<file path="src/rtl/flowuart_pkg.sv">
package flowuart_pkg;

    typedef struct packed {
        logic       cts_inv;
        logic       rts_inv;
        logic [1:0] rts_thr;
        logic       auto_cts;
        logic       auto_rts;
        logic       tx_en;
        logic       rx_en;
    } ctrl_t;

    localparam logic [7:0] CTRL_RESET = 8'h03;

    // free-entry threshold selected by the 2-bit code (not in numeric order)
    function automatic logic [2:0] thr_free(input logic [1:0] code);
        case (code)
            2'b00:   thr_free = 3'd3;
            2'b01:   thr_free = 3'd2;
            2'b10:   thr_free = 3'd1;
            default: thr_free = 3'd4;
        endcase
    endfunction

endpackage

</file>
<file path="src/rtl/flowuart_fifo.sv">
module flowuart_fifo #(
    parameter int DEPTH = 8,
    parameter int W     = 8,
    localparam int PW   = (DEPTH > 1) ? $clog2(DEPTH) : 1,
    localparam int CW   = $clog2(DEPTH + 1)
) (
    input  logic          clk,
    input  logic          rst_n,
    input  logic          push,
    input  logic [W-1:0]  din,
    input  logic          pop,
    output logic [W-1:0]  dout,
    output logic [CW-1:0] count
);
    typedef struct packed {
        logic [DEPTH-1:0][W-1:0] mem;
        logic [PW-1:0]           wp;
        logic [PW-1:0]           rp;
        logic [CW-1:0]           cnt;
    } fifo_st_t;

    fifo_st_t q, d;
    logic do_push, do_pop;

    always_comb begin
        d       = q;
        do_push = push && (q.cnt != CW'(DEPTH));
        do_pop  = pop && (q.cnt != '0);
        if (do_push) begin
            d.mem[q.wp] = din;
            d.wp = (q.wp == PW'(DEPTH - 1)) ? '0 : q.wp + 1'b1;
        end
        if (do_pop)
            d.rp = (q.rp == PW'(DEPTH - 1)) ? '0 : q.rp + 1'b1;
        if (do_push && !do_pop)
            d.cnt = q.cnt + 1'b1;
        else if (do_pop && !do_push)
            d.cnt = q.cnt - 1'b1;
    end

    always_ff @(posedge clk or negedge rst_n) begin
        if (!rst_n) q <= '0;
        else        q <= d;
    end

    assign dout  = q.mem[q.rp];
    assign count = q.cnt;
endmodule

</file>
<file path="src/rtl/flowuart_tx.sv">
module flowuart_tx (
    input  logic       clk,
    input  logic       rst_n,
    input  logic       tick,
    input  logic       start,
    input  logic [7:0] din,
    output logic       txd,
    output logic       busy
);
    typedef struct packed {
        logic       busy;
        logic [9:0] sh;
        logic [2:0] cnt;
        logic [3:0] nbit;
    } tx_st_t;

    tx_st_t q, d;

    always_comb begin
        d = q;
        if (!q.busy) begin
            if (start) begin
                d.busy = 1'b1;
                d.sh   = {1'b1, din, 1'b0};
                d.cnt  = '0;
                d.nbit = '0;
            end
        end else if (tick) begin
            if (q.cnt == 3'd7) begin
                d.cnt = '0;
                d.sh  = {1'b1, q.sh[9:1]};
                if (q.nbit == 4'd9) d.busy = 1'b0;
                else                d.nbit = q.nbit + 1'b1;
            end else begin
                d.cnt = q.cnt + 1'b1;
            end
        end
    end

    always_ff @(posedge clk or negedge rst_n) begin
        if (!rst_n) q <= '{busy: 1'b0, sh: '1, cnt: '0, nbit: '0};
        else        q <= d;
    end

    assign txd  = q.busy ? q.sh[0] : 1'b1;
    assign busy = q.busy;
endmodule

</file>
<file path="src/rtl/flowuart_rx.sv">
module flowuart_rx #(
    parameter int HALF_TICKS = 3
) (
    input  logic       clk,
    input  logic       rst_n,
    input  logic       tick,
    input  logic       en,
    input  logic       rxd,
    output logic       valid,
    output logic [7:0] data
);
    typedef enum logic [1:0] {S_IDLE, S_START, S_DATA, S_STOP} rx_state_e;

    typedef struct packed {
        logic       s1;
        logic       s2;
        rx_state_e  st;
        logic [2:0] cnt;
        logic [2:0] nbit;
        logic [7:0] sh;
        logic       valid;
    } rx_st_t;

    rx_st_t q, d;

    always_comb begin
        d       = q;
        d.valid = 1'b0;
        d.s1    = rxd;
        d.s2    = q.s1;
        case (q.st)
            S_IDLE:
                if (tick && en && !q.s2) begin
                    d.st  = S_START;
                    d.cnt = '0;
                end
            S_START:
                if (tick) begin
                    if (q.cnt == 3'(HALF_TICKS - 1)) begin
                        d.st   = q.s2 ? S_IDLE : S_DATA;
                        d.cnt  = '0;
                        d.nbit = '0;
                    end else d.cnt = q.cnt + 1'b1;
                end
            S_DATA:
                if (tick) begin
                    if (q.cnt == 3'd7) begin
                        d.cnt  = '0;
                        d.sh   = {q.s2, q.sh[7:1]};
                        d.nbit = q.nbit + 1'b1;
                        if (q.nbit == 3'd7) d.st = S_STOP;
                    end else d.cnt = q.cnt + 1'b1;
                end
            default:
                if (tick) begin
                    if (q.cnt == 3'd7) begin
                        d.valid = q.s2 && en;
                        d.st    = S_IDLE;
                        d.cnt   = '0;
                    end else d.cnt = q.cnt + 1'b1;
                end
        endcase
    end

    always_ff @(posedge clk or negedge rst_n) begin
        if (!rst_n) q <= '{s1: 1'b1, s2: 1'b1, st: S_IDLE, cnt: '0, nbit: '0, sh: '0, valid: 1'b0};
        else        q <= d;
    end

    assign valid = q.valid;
    assign data  = q.sh;
endmodule

</file>
<file path="src/rtl/flowuart.sv">
module flowuart
    import flowuart_pkg::*;
#(
    parameter int DEPTH    = 8,
    parameter int TICK_DIV = 2,
    localparam int CW      = $clog2(DEPTH + 1),
    localparam int TW      = (TICK_DIV > 1) ? $clog2(TICK_DIV) : 1
) (
    input  logic          clk,
    input  logic          rst_n,
    input  logic          reg_we,
    input  logic          reg_addr,
    input  logic [7:0]    reg_wdata,
    output logic [7:0]    reg_rdata,
    input  logic          tx_push,
    input  logic [7:0]    tx_data,
    output logic [CW-1:0] tx_level,
    input  logic          rx_pop,
    output logic [7:0]    rx_data,
    output logic [CW-1:0] rx_level,
    output logic          txd,
    input  logic          rxd,
    output logic          rts_pin,
    input  logic          cts_pin
);
    typedef struct packed {
        ctrl_t         ctrl;
        logic          mcr;
        logic          cts_s1;
        logic          cts_s2;
        logic          rts;
        logic [TW-1:0] tdiv;
    } top_st_t;

    top_st_t q, d;

    logic          tick, cts_ok, tx_start, tx_busy;
    logic          rx_valid;
    logic [7:0]    rx_byte, tx_head;
    logic [CW-1:0] rx_free;
    logic [7:0]    ctrl_w;

    always_comb begin
        d      = q;
        tick   = (q.tdiv == TW'(TICK_DIV - 1));
        d.tdiv = tick ? '0 : q.tdiv + 1'b1;
        d.cts_s1 = cts_pin;
        d.cts_s2 = q.cts_s1;
        if (reg_we) begin
            if (reg_addr) d.mcr  = reg_wdata[0];
            else          d.ctrl = ctrl_t'(reg_wdata);
        end
        rx_free = CW'(DEPTH) - rx_level;
        if (q.ctrl.auto_rts)
            d.rts = (rx_free > CW'(thr_free(q.ctrl.rts_thr))) ^ q.ctrl.rts_inv;
        else
            d.rts = q.mcr;
        cts_ok   = q.cts_s2 ^ q.ctrl.cts_inv;
        tx_start = q.ctrl.tx_en && !tx_busy && (tx_level != '0)
                   && (!q.ctrl.auto_cts || cts_ok);
    end

    always_ff @(posedge clk or negedge rst_n) begin
        if (!rst_n) q <= '{ctrl: ctrl_t'(CTRL_RESET), mcr: 1'b0, cts_s1: 1'b0,
                           cts_s2: 1'b0, rts: 1'b0, tdiv: '0};
        else        q <= d;
    end

    flowuart_fifo #(.DEPTH(DEPTH), .W(8)) u_txq (
        .clk(clk), .rst_n(rst_n), .push(tx_push), .din(tx_data),
        .pop(tx_start), .dout(tx_head), .count(tx_level));

    flowuart_fifo #(.DEPTH(DEPTH), .W(8)) u_rxq (
        .clk(clk), .rst_n(rst_n), .push(rx_valid), .din(rx_byte),
        .pop(rx_pop), .dout(rx_data), .count(rx_level));

    flowuart_tx u_tx (
        .clk(clk), .rst_n(rst_n), .tick(tick), .start(tx_start),
        .din(tx_head), .txd(txd), .busy(tx_busy));

    flowuart_rx #(.HALF_TICKS(3)) u_rx (
        .clk(clk), .rst_n(rst_n), .tick(tick), .en(q.ctrl.rx_en),
        .rxd(rxd), .valid(rx_valid), .data(rx_byte));

    assign ctrl_w    = q.ctrl;
    assign reg_rdata = reg_addr ? {7'b0, q.mcr} : ctrl_w;
    assign rts_pin   = q.rts;
endmodule

</file>
<file path="config.mk">
export PLATFORM = sky130hd
export DESIGN_NAME = flowuart
export DESIGN_NICKNAME = d
export VERILOG_FILES = /design/src/rtl/flowuart_pkg.sv /design/src/rtl/flowuart_fifo.sv /design/src/rtl/flowuart_tx.sv /design/src/rtl/flowuart_rx.sv /design/src/rtl/flowuart.sv
export SDC_FILE = /design/constraint.sdc
export NUM_CORES = 1
export LEC_CHECK = 0
export ABC_AREA = 1
export CAP_MARGIN = 20
export CORE_ASPECT_RATIO = 0.6
export CORE_UTILIZATION = 60
export CTS_BUF_LIST = sky130_fd_sc_hd__clkbuf_2 sky130_fd_sc_hd__clkbuf_4 sky130_fd_sc_hd__clkbuf_8
export DETAILED_ROUTE_END_ITERATION = 8
export HOLD_SLACK_MARGIN = 0.15
export PLACE_DENSITY = 0.83
export SYNTH_ARGS = -nofsm -noshare
export SYNTH_HDL_FRONTEND = slang
export SYNTH_SLANG_ARGS = --single-unit
</file>
<file path="constraint.sdc">
create_clock -name clk -period 5.1 [get_ports clk]
set_input_delay 0.765 -clock clk [delete_from_list [all_inputs] [get_ports clk]]
set_output_delay 0.765 -clock clk [all_outputs]
set_load 0.02 [all_outputs]
</file>
==> out/metrics.yaml <==
cts-resized-gates: 0
fp.dieH_um: 98.5
drive_above_1_share_pct: 6.31
viasPerCell: 5.62
synth_compound_area_share_pct: 14.2
worstSetupEndpointType: "primary output"
critPathLaunchType: "flop"
grt_pass1_vias: 7084
cts_hold_buf: 0
maxCapViolCount: 0
first_pass_iters: 6
coreArea_um2: 14800
design.die.area_um2: 16000
initial_utilization_pct: 62.9
cp_common_cell: "nand2_1"
clock_sinks: 198
antenna_found_initial: 0
grt_first_pass_wirelength_um: 35000
synth-simple-area-share_pct: 20.4
ys_seq_area_share_pct: 53.4
timing.final.ws_setup_ps: 1570
synth-async-reset-ratio_pct: 100
grt_overflow: 0
fin_setup_tns_ps: 0
clk_latency_ps: 470
syn_nets: 1144
synth_fa_ha_area_share_pct: 4.06
finalWirelength_um: 20200
switching_share_pct: 39.4
rows: 34
grt_start_max_net_pins: 93
syn_to_final_growth_pct: 10.1
synth_top_area_share_pct: 49.4
fillers: 1178
setup_viol: 0
placed_cells: 1291
fin_nets: 1165
rsz0062_at_grt: "no"
numPortBuffers: 49
layout_common_cells: "nand2_1 (244), o21ai_0 (212), dfrtp_1 (184)"
ys.flop_type: "dfrtp_1"
pre_cts_slack_ps: 2100
yosys_warnings: 0
holdWs_ps: 334
vias: 7435
path_delay_family: "flip-flops"
ios: 50
postRouteAntennaNets: 0
run_status: "finished, final reports clean"
crit_fanout: 34
worst_pin_slew_ps: 1080
synth_top_area_cell: "dfrtp_1"
synthCells: 1091
cts_setup_buffers: 0
synth_area_leaders: "dfrtp_1 (49%), o21ai_0 (11%), nand2_1 (9.8%), nor2_1 (4.2%), dfstp_2 (4.0%)"
synthXorXnorAreaFrac_pct: 0.470
instances_no_fill: 1323
fmax_ghz: 0.283
dp_hpwl_um: 13500
cp_num_buf_inv: 1
syn-mean-instance-area_um2: 8.53
cp.required_ps: 4340
switchingPower_mw: 2.12
cts_root_buf: "clkbuf_8"
clockBufferDepth: 2
critPathKind: "reg2out"
diodes: 0
worstPathCellList: "o21ai_0 > o21ai_1 > nand2_1 > nand2_1 > clkdlybuf4s50_1"
drt-initial-drc-count: 604
synth_top_family_by_area: "simple AND/OR/NAND/NOR gates"
pwr-share-comb_pct: 36.3
period_minus_slack_ps: 3530
synth.distinct_cells: 38
drv_slew: 0
final_util_pct: 69.3
synth_edf_count: 0
layout_commonest_cell: "nand2_1"
seqPwrFrac_pct: 43.4
path_clk_slew_ps: 100
h-tree-depth: 4
finClkSkew_ps: 15.4
drcViolationCount: 0
clock_power_share_pct: 20.3
maxSlewHeadroom_pct: 27.8
worstPathArrival_ps: 2770
ir_drop_uv: 327
synth-seq-cells: 198
wl_per_cell_um: 15.3
worstHoldPathType: "in2async"
numCtsBuffers: 17
synth_mux_area_share_pct: 1.09
die-width_um: 163
finalCritPeriodShare_pct: 69.2
slowest_stage: "dfrtp_1"
cts_tree: "built"
grt_usage_pct: 27.4
hold_viol: 0
power.leakage_nw: 4.77
place.gp.congestion: 0.823
p_int_mw: 3.26
power_density_nw_per_um2: 524
netlist_area_um2: 9310
crit_path_max_incr_delay_ps: 1070
cells by family after synthesis:
family / Yosys count
and+or+nand+nor: 451
AOI/OAI and AO/OA: 260
DFF: 198
buffers and inverters: 138
adders and majority gates: 29
muxes: 10
xor gates and xnor gates: 5
metrics by stage:
stage	power (mW)	cell area (µm²)
after global routing	5.81	10300
final	5.38	10300
after floorplan	3.70	9310
after detailed placement	4.27	9820
after global placement	4.18	9820
after CTS	5.38	10300
routing by layer:
layer / global-route usage, % / up-vias / part of all wire, %
li1: - / 3629 / -
met3: 5.72 / 24 / 7.5
met5: 0 / - / 0
met2: 39.6 / 260 / 42
met1: 42.1 / 3522 / 49
met4: 6.90 / 0 / 1.1
state kept, by name, indices dropped and copies added (netlist names):
register and cells:
u_rx.data 8, u_rx.q 9, u_rxq.count 4, u_tx.q 17
u_rx.valid 1, rts_pin 1, ctrl_w 8, u_rxq.q 70
q 2, u_tx.busy 1, u_txq.q 70, u_txq.count 4
tick 1, u_rx.d 1, d 1
power groups by stage:
stage | sequential [mW] | clock, mW | combinational (mW)
final | 2.33 | 1.09 | 1.95
after floorplan | 2.21 | 0 | 1.49
after global placement | 2.33 | 0 | 1.86
after detailed placement | 2.34 | 0 | 1.93
after global routing | 2.38 | 1.18 | 2.25
after CTS | 2.32 | 1.11 | 1.95
path summary, 6_finish.rpt:
kind | from | end | slack, ps | cells after the start
worst max-delay path | u_rxq.q[5] | rx_data[2] | 1570 | 5
worst min-delay path | rst_n | ctrl_w[4] | 330 | 1
worst max register to register | u_tx.busy | u_txq.count[3] | 2160 | 13
worst min register to register | d[2] | q[2] | 360 | 0
max in group asynchronous | rst_n | u_rxq.q[34] | 3580 | 2
min in group clk | d[2] | q[2] | 360 | 0
area by class of cell:
class / count / area, µm² / area share (%)
repair buffers: 53 / 524 / 5.11
inverters: 87 / 327 / 3.18
clock inverters: 14 / 189 / 1.84
well taps: 198 / 248 / 2.42
clock buffers: 18 / 248 / 2.42
flip-flops and latches: 198 / 4970 / 48.5
multi-input cells: 755 / 3750 / 36.5
synth_stat cells, types with 3 or more instances:
library cell and instances:
nand2_1 244, o21ai_0 212, dfrtp_1 184, nor2_1 104, inv_1 78, nand3_1 72, ha_1 27, a21oi_1 25
clkbuf_1 20, buf_2 17, dfstp_2 14, o22ai_1 11, buf_4 10, nand4_1 10, mux2i_1 9, o21ai_1 7
inv_2 5, xnor2_1 5, clkinv_1 4, nor2_2 4, or2_2 4, nor3_1 3
Note: power is estimated with default switching activity, not from simulation.
